**config.mk**
```make
export PLATFORM = sky130hd
export DESIGN_NAME = fifo_ctl_pair
export DESIGN_NICKNAME = d
export VERILOG_FILES = /design/src/rtl/fifo_ctl_pkg.sv /design/src/rtl/fifo_ctl_reg.sv /design/src/rtl/fifo_store.sv /design/src/rtl/fifo_rx_flags.sv /design/src/rtl/fifo_ctl_pair.sv
export SDC_FILE = /design/constraint.sdc
export NUM_CORES = 1
export LEC_CHECK = 0
export ABC_CLOCK_PERIOD_IN_PS = 2300
export CAP_MARGIN = 15
export CORE_MARGIN = 2
export CORE_UTILIZATION = 40
export CTS_BUF_LIST = sky130_fd_sc_hd__clkbuf_8 sky130_fd_sc_hd__clkbuf_16
export DETAILED_ROUTE_END_ITERATION = 7
export PLACE_DENSITY = 0.65
export SLEW_MARGIN = 20
export SYNTH_ARGS = -nofsm -noshare
export SYNTH_HDL_FRONTEND = slang
export SYNTH_HIERARCHICAL = 1
export SYNTH_SLANG_ARGS = --single-unit
```
**constraint.sdc**
```tcl
create_clock -name clk -period 2.3 [get_ports clk]
set_input_delay 0.23 -clock clk [delete_from_list [all_inputs] [get_ports clk]]
set_output_delay 0.23 -clock clk [all_outputs]
set_load 0.01 [all_outputs]
```
**src/rtl/fifo_ctl_pkg.sv**
```systemverilog
package fifo_ctl_pkg;

  typedef enum logic [1:0] {
    TRIG_ONE  = 2'b00,
    TRIG_QTR  = 2'b01,
    TRIG_HALF = 2'b10,
    TRIG_NEAR = 2'b11
  } trig_code_e;

  // Threshold in bytes for a code, scaled from the queue depth.
  function automatic int unsigned trig_level(trig_code_e code, int unsigned depth);
    int unsigned lvl;
    case (code)
      TRIG_ONE:  lvl = 1;
      TRIG_QTR:  lvl = depth / 4;
      TRIG_HALF: lvl = depth / 2;
      default:   lvl = depth - 2;
    endcase
    if (lvl < 1) lvl = 1;
    return lvl;
  endfunction

endpackage

```
**src/rtl/fifo_ctl_reg.sv**
```systemverilog
module fifo_ctl_reg
  import fifo_ctl_pkg::*;
#(
  parameter int DEPTH = 16,
  parameter int CW    = $clog2(DEPTH + 1)
) (
  input  logic          clk,
  input  logic          rst,
  input  logic          we,
  input  logic [7:0]    wdata,
  output logic          deep,
  output logic          dma_mode,
  output logic          flush_rx,
  output logic          flush_tx,
  output logic [CW-1:0] thr
);

  localparam int EN_B  = 0;
  localparam int RXF_B = 1;
  localparam int TXF_B = 2;
  localparam int DMA_B = 3;
  localparam int LV_LO = 6;

  trig_code_e code_q;

  always_ff @(posedge clk) begin
    if (rst) begin
      deep     <= 1'b0;
      dma_mode <= 1'b0;
      code_q   <= TRIG_ONE;
    end else if (we) begin
      deep     <= wdata[EN_B];
      dma_mode <= wdata[DMA_B];
      code_q   <= trig_code_e'(wdata[LV_LO+1:LV_LO]);
    end
  end

  // One-shot flushes: explicit command, disable, or a mode switch into deep.
  assign flush_rx = we && (wdata[RXF_B] || !wdata[EN_B] || !deep);
  assign flush_tx = we && (wdata[TXF_B] || !wdata[EN_B] || !deep);

  always_comb begin
    if (deep) thr = CW'(trig_level(code_q, DEPTH));
    else      thr = CW'(1);
  end

  AST_MODE_HOLDS: assert property (@(posedge clk) disable iff (rst)
    !we |=> $stable(deep) && $stable(dma_mode));

endmodule

```
**src/rtl/fifo_store.sv**
```systemverilog
module fifo_store #(
  parameter int W     = 8,
  parameter int DEPTH = 16,
  parameter int CW    = $clog2(DEPTH + 1)
) (
  input  logic          clk,
  input  logic          rst,
  input  logic          deep,
  input  logic          flush,
  input  logic          push,
  input  logic [W-1:0]  push_data,
  input  logic          pop,
  output logic [W-1:0]  pop_data,
  output logic [CW-1:0] count,
  output logic          empty,
  output logic          full,
  output logic          push_drop
);

  localparam int AW = (DEPTH > 1) ? $clog2(DEPTH) : 1;

  logic [W-1:0]  mem [DEPTH];
  logic [AW-1:0] wr_ptr, rd_ptr;
  logic [CW-1:0] cap;
  logic          push_ok, pop_ok;

  function automatic logic [AW-1:0] ptr_next(logic [AW-1:0] p);
    return (p == AW'(DEPTH - 1)) ? '0 : p + 1'b1;
  endfunction

  assign cap       = deep ? CW'(DEPTH) : CW'(1);
  assign empty     = (count == '0);
  assign full      = (count == cap);
  assign pop_ok    = pop && !empty && !flush;
  assign push_ok   = push && !flush && (!full || pop_ok);
  assign push_drop = push && !flush && !push_ok;

  // Storage without reset so it maps onto RAM.
  always_ff @(posedge clk) begin
    if (push_ok) mem[wr_ptr] <= push_data;
  end

  assign pop_data = mem[rd_ptr];

  always_ff @(posedge clk) begin
    if (rst || flush) begin
      wr_ptr <= '0;
      rd_ptr <= '0;
      count  <= '0;
    end else begin
      if (push_ok) wr_ptr <= ptr_next(wr_ptr);
      if (pop_ok)  rd_ptr <= ptr_next(rd_ptr);
      case ({push_ok, pop_ok})
        2'b10:   count <= count + 1'b1;
        2'b01:   count <= count - 1'b1;
        default: count <= count;
      endcase
    end
  end

  AST_DEPTH_BOUND: assert property (@(posedge clk) disable iff (rst)
    count <= CW'(DEPTH));
  AST_SINGLE_HOLD: assert property (@(posedge clk) disable iff (rst)
    !deep |-> count <= CW'(1));
  AST_FLUSH_EMPTIES: assert property (@(posedge clk) disable iff (rst)
    flush |=> empty);
  AST_PUSHPOP_STEADY: assert property (@(posedge clk) disable iff (rst)
    push && pop && !empty && !flush |=> $stable(count));

endmodule

```
**src/rtl/fifo_rx_flags.sv**
```systemverilog
module fifo_rx_flags #(
  parameter int CW = 5
) (
  input  logic          clk,
  input  logic          rst,
  input  logic          drop,
  input  logic          clr,
  input  logic [CW-1:0] count,
  input  logic [CW-1:0] thr,
  output logic          overrun,
  output logic          trig
);

  always_ff @(posedge clk) begin
    if (rst)       overrun <= 1'b0;
    else if (drop) overrun <= 1'b1;
    else if (clr)  overrun <= 1'b0;
  end

  assign trig = (count >= thr);

  AST_OVR_SET: assert property (@(posedge clk) disable iff (rst)
    drop |=> overrun);
  AST_OVR_STICKY: assert property (@(posedge clk) disable iff (rst)
    overrun && !clr |=> overrun);

endmodule

```
**src/rtl/fifo_ctl_pair.sv**
```systemverilog
module fifo_ctl_pair #(
  parameter int W     = 8,
  parameter int DEPTH = 16,
  parameter int CW    = $clog2(DEPTH + 1)
) (
  input  logic          clk,
  input  logic          rst,
  input  logic          ctl_we,
  input  logic [7:0]    ctl_wdata,
  input  logic          status_rd,
  output logic          fifo_on,
  output logic          dma_mode,
  input  logic          rx_push,
  input  logic [W-1:0]  rx_push_data,
  input  logic          rx_pop,
  output logic [W-1:0]  rx_pop_data,
  output logic [CW-1:0] rx_count,
  output logic          rx_empty,
  output logic          rx_full,
  output logic          rx_trig,
  output logic          rx_overrun,
  input  logic          tx_push,
  input  logic [W-1:0]  tx_push_data,
  input  logic          tx_pop,
  output logic [W-1:0]  tx_pop_data,
  output logic [CW-1:0] tx_count,
  output logic          tx_empty,
  output logic          tx_full
);

  logic          flush_rx, flush_tx, rx_drop, tx_drop_unused;
  logic [CW-1:0] thr;

  fifo_ctl_reg #(.DEPTH(DEPTH), .CW(CW)) u_ctl (
    .clk(clk), .rst(rst), .we(ctl_we), .wdata(ctl_wdata),
    .deep(fifo_on), .dma_mode(dma_mode),
    .flush_rx(flush_rx), .flush_tx(flush_tx), .thr(thr)
  );

  fifo_store #(.W(W), .DEPTH(DEPTH), .CW(CW)) u_rxq (
    .clk(clk), .rst(rst), .deep(fifo_on), .flush(flush_rx),
    .push(rx_push), .push_data(rx_push_data), .pop(rx_pop),
    .pop_data(rx_pop_data), .count(rx_count), .empty(rx_empty),
    .full(rx_full), .push_drop(rx_drop)
  );

  fifo_store #(.W(W), .DEPTH(DEPTH), .CW(CW)) u_txq (
    .clk(clk), .rst(rst), .deep(fifo_on), .flush(flush_tx),
    .push(tx_push), .push_data(tx_push_data), .pop(tx_pop),
    .pop_data(tx_pop_data), .count(tx_count), .empty(tx_empty),
    .full(tx_full), .push_drop(tx_drop_unused)
  );

  fifo_rx_flags #(.CW(CW)) u_flags (
    .clk(clk), .rst(rst), .drop(rx_drop), .clr(status_rd),
    .count(rx_count), .thr(thr), .overrun(rx_overrun), .trig(rx_trig)
  );

  AST_TRIG_NONEMPTY: assert property (@(posedge clk) disable iff (rst)
    rx_trig |-> !rx_empty);
  AST_OFF_EMPTIES: assert property (@(posedge clk) disable iff (rst)
    ctl_we && !ctl_wdata[0] |=> rx_empty && tx_empty && !fifo_on);

endmodule

```
# Word-level counts from Yosys, hierarchy flattened
# Memories as Yosys holds them, arrays and structs flattened. A register that Yosys moved wholly into a read port is not among the register bits.
# Index checks and enable logic that the tools add are counted.
# totals
reg_bits,31
mem_bits_rw,256
in_bits,32
out_inout_bits,34
word_cells,89
n_memories,2
# op_classes
add_sub_neg,8
n_lt_le_gt_ge,2
n_eq_ne,12
mux,21
n_reduce_logical,34
# mem_list
memory,depth,word_bits,rd,rd_ports_with_merged_regs,wr,line_no,text
u_rxq.mem,16,8,1,1,1,fifo_store.sv:22,logic [W-1:0] mem [DEPTH];
u_txq.mem,16,8,1,1,1,fifo_store.sv:22,
# op_table
cell,n
$lt 32x1->1 const B,1
$mux 32,1
$mux 4,8
$pmux 5 s2,2
$add 4x1->4 const B,4
$eq 4x4->1 const B,4
$mux 5,3
$pmux 4 s3,1
$logic_and 1x1->1,11
$add 5x1->5 const B,2
$eq 5x5->1,2
$logic_not 5->1,2
$sub 5x1->5 const B,2
$logic_not 1->1,9
$logic_or 1x1->1,8
$eq 2x1->1 const B,3
$eq 2x2->1 const B,3
$mux 1,6
$reduce_bool 2->1,3
$ge 5x5->1,1
$logic_not 2->1,1

# Longest topological paths before layout
# depth
ltp_word,11
ltp_mapped,11
ltp_nobuf,11

# Modules after synthesis
# The synthesis kept the hierarchy.
# modules_own_cells
module,n_inst,cells_each,area_each_um2,seq_area_each_um2
fifo_store (u_rxq),1,306,5955.7,4184.0
fifo_store (u_txq),1,301,5834.3,4184.0
fifo_ctl_reg,1,22,200.2,80.1
fifo_rx_flags,1,20,147.6,20.0

# Worst setup path after synthesis
# Ideal clock, no wire load.
# synth_timing
kind,reg2reg
from,reg u_txq.count[1]
to,reg u_txq.count[4]
setup_ns,0.070
t_arrival_ns,2.424
required_ns,2.230
setup_slack_ns,-0.194
stages_incl_launch_ff,10
n_path_buf,0
period_less_slack_ns,2.494
cell_sequence,dfxtp_1 -> or3_4 -> o311ai_4 -> nor2_1 -> fa_1 -> nand3_1 -> nand2_1 -> or3_1 -> a21o_1 -> a21oi_1
# synth_via
elab_chain_len,8
elab_cells_between_ends,14
classes_between,2 x add/sub; 3 x eq/ne; 1 x mux; 8 x reduce/logical
# synth_rtl
item,line_no,text
start: declaration,fifo_store.sv:14,"output logic [CW-1:0] count,"
start signal: assignment,fifo_store.sv:54,2'b10: count <= count + 1'b1;
start signal: assignment,fifo_store.sv:55,2'b01: count <= count - 1'b1;
start signal: assignment,fifo_store.sv:56,default: count <= count;
$logic_not 5->1,fifo_store.sv:32,assign empty = (count == '0);
$logic_not 1->1,fifo_store.sv:34,assign pop_ok = pop && !empty && !flush;
$logic_and 1x1->1 (2 in a row),fifo_store.sv:34,
$logic_or 1x1->1,fifo_store.sv:35,assign push_ok = push && !flush && (!full || pop_ok);
$logic_and 1x1->1,fifo_store.sv:35,
$eq 2x1->1 / $eq 2x2->1 (equally long branches),fifo_store.sv:53,"case ({push_ok, pop_ok})"
$pmux 5 s2 / $reduce_bool 2->1 (equally long branches),n/a,
# Several ways; a longest one is shown, not always the timed one.
# A chain may end at the register's enable or synchronous reset.

==> summary.txt <==
Die
  • Row cnt: 63
  • Die Y: 178.1 µm
  • Starting Density: 40.82%
  • Core Region: 29720 µm²
  • Die X: between 150 and 200 µm
  • I/O pins: 66
  • Die area: ~32000 µm²

Layout
  • Post-layout net count: 856
  • Final cell count without fillers: 1215
  • Filler Cell Count: 2356
  • Most common cell after layout, fill and taps aside: edfxtp_1
  • ANT cells: 0
  • Layout cells sized above 1: 33.09%
  • Most frequent cells in the layout: edfxtp_1, buf_4, mux4_2
  • Area Overhead vs Synth: 24.19%

Global routing
  • First-pass GRT wire length: 39210 µm
  • Antenna violations before repair: 0
  • Total grt overflow: 0
  • Largest net degree at the start of global routing: 33
  • Total track usage: 16.33%
  • Number of global-route vias before repair: 6920

Critical path
  • CP max FO: 7
  • R2r startpoint: u_rxq/count[3]
  • Required time of the critical path: roughly 2.1 ns
  • CP Cell Sequence: buf_12 > buf_16 > buf_6 > mux4_2 > mux4_2 > buf_6
  • Worst R2R Path Depth: 9
  • Worst path max stage delay: 0.49 ns
  • Startpoint Class: register
  • Worst EP arrival: 2.39 ns
  • Crit path kind: register to output pin
  • Worst setup endpoint: rx_pop_data[1]
  • Slowest cell on crit path: mux4_2
  • Crit. End Element: output pin
  • Worst flop-to-flop path endpoint: u_rxq/count[4]
  • R2r setup slk: -0.03 ns

Flow run
  • Max-cap violations: 0

Detailed routing
  • Drt total wl: 25260 µm
  • DR DRC count: 0
  • Via/cell ratio: roughly 5.3
  • DR vias: 6449
  • Drt wl/cell: 20.79 µm
  • Drt first-iter violations: 423
  • 1st-pass router iterations: 4
  • Final ANT Viol Nets: 0

Clock tree
  • Latest clock arrival within the worst-skew pair: 0.55 ns
  • CTS tree: yes
  • CTS sink cnt: 295
  • CTS root buffer: clkbuf_16
  • Reg clk slew, reported paths: 0.06 ns
  • H-tree Lvls: 1
  • Clk buf depth: 3
  • Number of buffers created by CTS: 30

Status
  • Failing checks: negative setup slack
  • Status: finished with violations

Placement
  • PortBufs: 63
  • Pre-CTS WS: -0.3171 ns
  • Routability cong.: between 0.8 and 0.9
  • Dpl cells: 1142
  • HPWL Detailed: 16810 µm

Yosys
  • Synth Instances: 648
  • Yosys warning count: 6
  • Net Count, Synth: 703
  • Mapped Avg Cell Area: 18.72 µm²
  • Post-Synthesis Cell Area: 12130 µm²

Timing
  • Worst hold slack after final layout: 0.2883 ns
  • Rel. slew slack: approximately three fifths
  • Shortest period the worst path allows: 2.619 ns
  • Setup Skew: 0.01132 ns
  • Setup repair after global routing missed its margin: true
  • Worst-margin pin slew: 0.5824 ns
  • Slew Limit Fails: 0
  • Fin crit share: 113.9%
  • Hold Violations, Final: 0
  • Fmax: between 0.3 and 0.4 GHz
  • Setup ws final: -0.3190 ns
  • Final setup violation count: 17

Min path
  • Hold Crit Class: input port to register

Power and ir drop
  • Switching power of the nets: 0.002242 W
  • Clock power frac: 42.6%
  • Sequential Power Share: 52.7%
  • P_int: 0.008876 W
  • Sw Ratio: roughly a fifth
  • Peak VDD IR: 607.6 µV
  • Combinational group share of total power: 4.7%
  • PwrDens: 738.0 nW/µm²
  • Static leakage: 5.083 nW
## sequential cells by signal, summed over array words and instances (netlist names), named ones only
signal           flops
u_txq/mem          128
u_rxq/rd_ptr         4
u_rxq/wr_ptr         4
u_flags/overrun      1
u_txq/rd_ptr         4
u_ctl/dma_mode       1
u_rxq/count          5
u_txq/count          5
u_ctl/code_q         2
u_txq/wr_ptr         4
u_rxq/mem          128
u_ctl/deep           1
## metrics by stage
stage	instance area [µm²]	TNS [ns]	util, %	power, W
2_1_floorplan	12220	-0.1952	-	0.006198
3_3_place_gp	13800	-10.78	46.43	0.006446
3_5_place_dp	13800	-16.50	46.43	0.006468
4_1_cts	15080	-5.335	50.73	0.01123
5_1_grt	15060	-5.874	50.69	0.01147
6_report	15060	-4.484	50.69	0.01112
## power groups by stage
| stage | Clock (W) | Sequential [W] | Combinational [W] |
|---|---|---|---|
| after floorplan | 0 | 0.00597 | 0.000223 |
| after global placement | 0 | 0.00597 | 0.000478 |
| after detailed placement | 0 | 0.00597 | 0.000497 |
| after CTS | 0.00485 | 0.00586 | 0.000526 |
| after global routing | 0.00505 | 0.00586 | 0.000566 |
| final | 0.00474 | 0.00586 | 0.000521 |
## routing by layer
layer	GRT usage [%]	part of all wire, %	vias to the layer above	wire [µm]
met5	0	0	-	0
met4	4.201	1.9	0	468
met3	2.387	4.5	40	1149
met2	30.25	53	175	13460
met1	19.93	40	3332	10180
li1	-	-	2902	-
## worst min path at each step
| stage | start | to | cells past startpoint |
|---|---|---|---|
| after floorplan | rst | u_ctl/code_q[0] | 1 |
| after CTS | status_rd | u_flags/overrun | 4 |
| after global routing | status_rd | u_flags/overrun | 4 |
| final | status_rd | u_flags/overrun | 4 |
| after detailed placement | u_flags/overrun | u_flags/overrun | 2 |
| after global placement | u_flags/overrun | u_flags/overrun | 2 |
## critical path: cells and delay by family (launching register included)
kind | cells | cell delay, ns
buf+inv | 4 | 0.49
mux | 2 | 0.96
flops | 1 | 0.39
## timing repair
action,CTS,global route
buffers inserted,15,0
setup endpoints to repair,22,22
gates resized for setup,122,17
hold buffers,0,0
cloned,5,0
pin swaps,8,8
## cell type report
type | count | area [µm²] | area share, %
multi-input cells | 306 | 3533 | 23.46
well taps | 390 | 488.0 | 3.239
inverters | 16 | 60.06 | 0.3987
flip-flops and latches | 295 | 8486 | 56.33
repair buffers | 152 | 1513 | 10.04
clock buffers | 32 | 778.2 | 5.166
clock inverters | 24 | 206.4 | 1.370
Power figures use the tool's default switching activity.
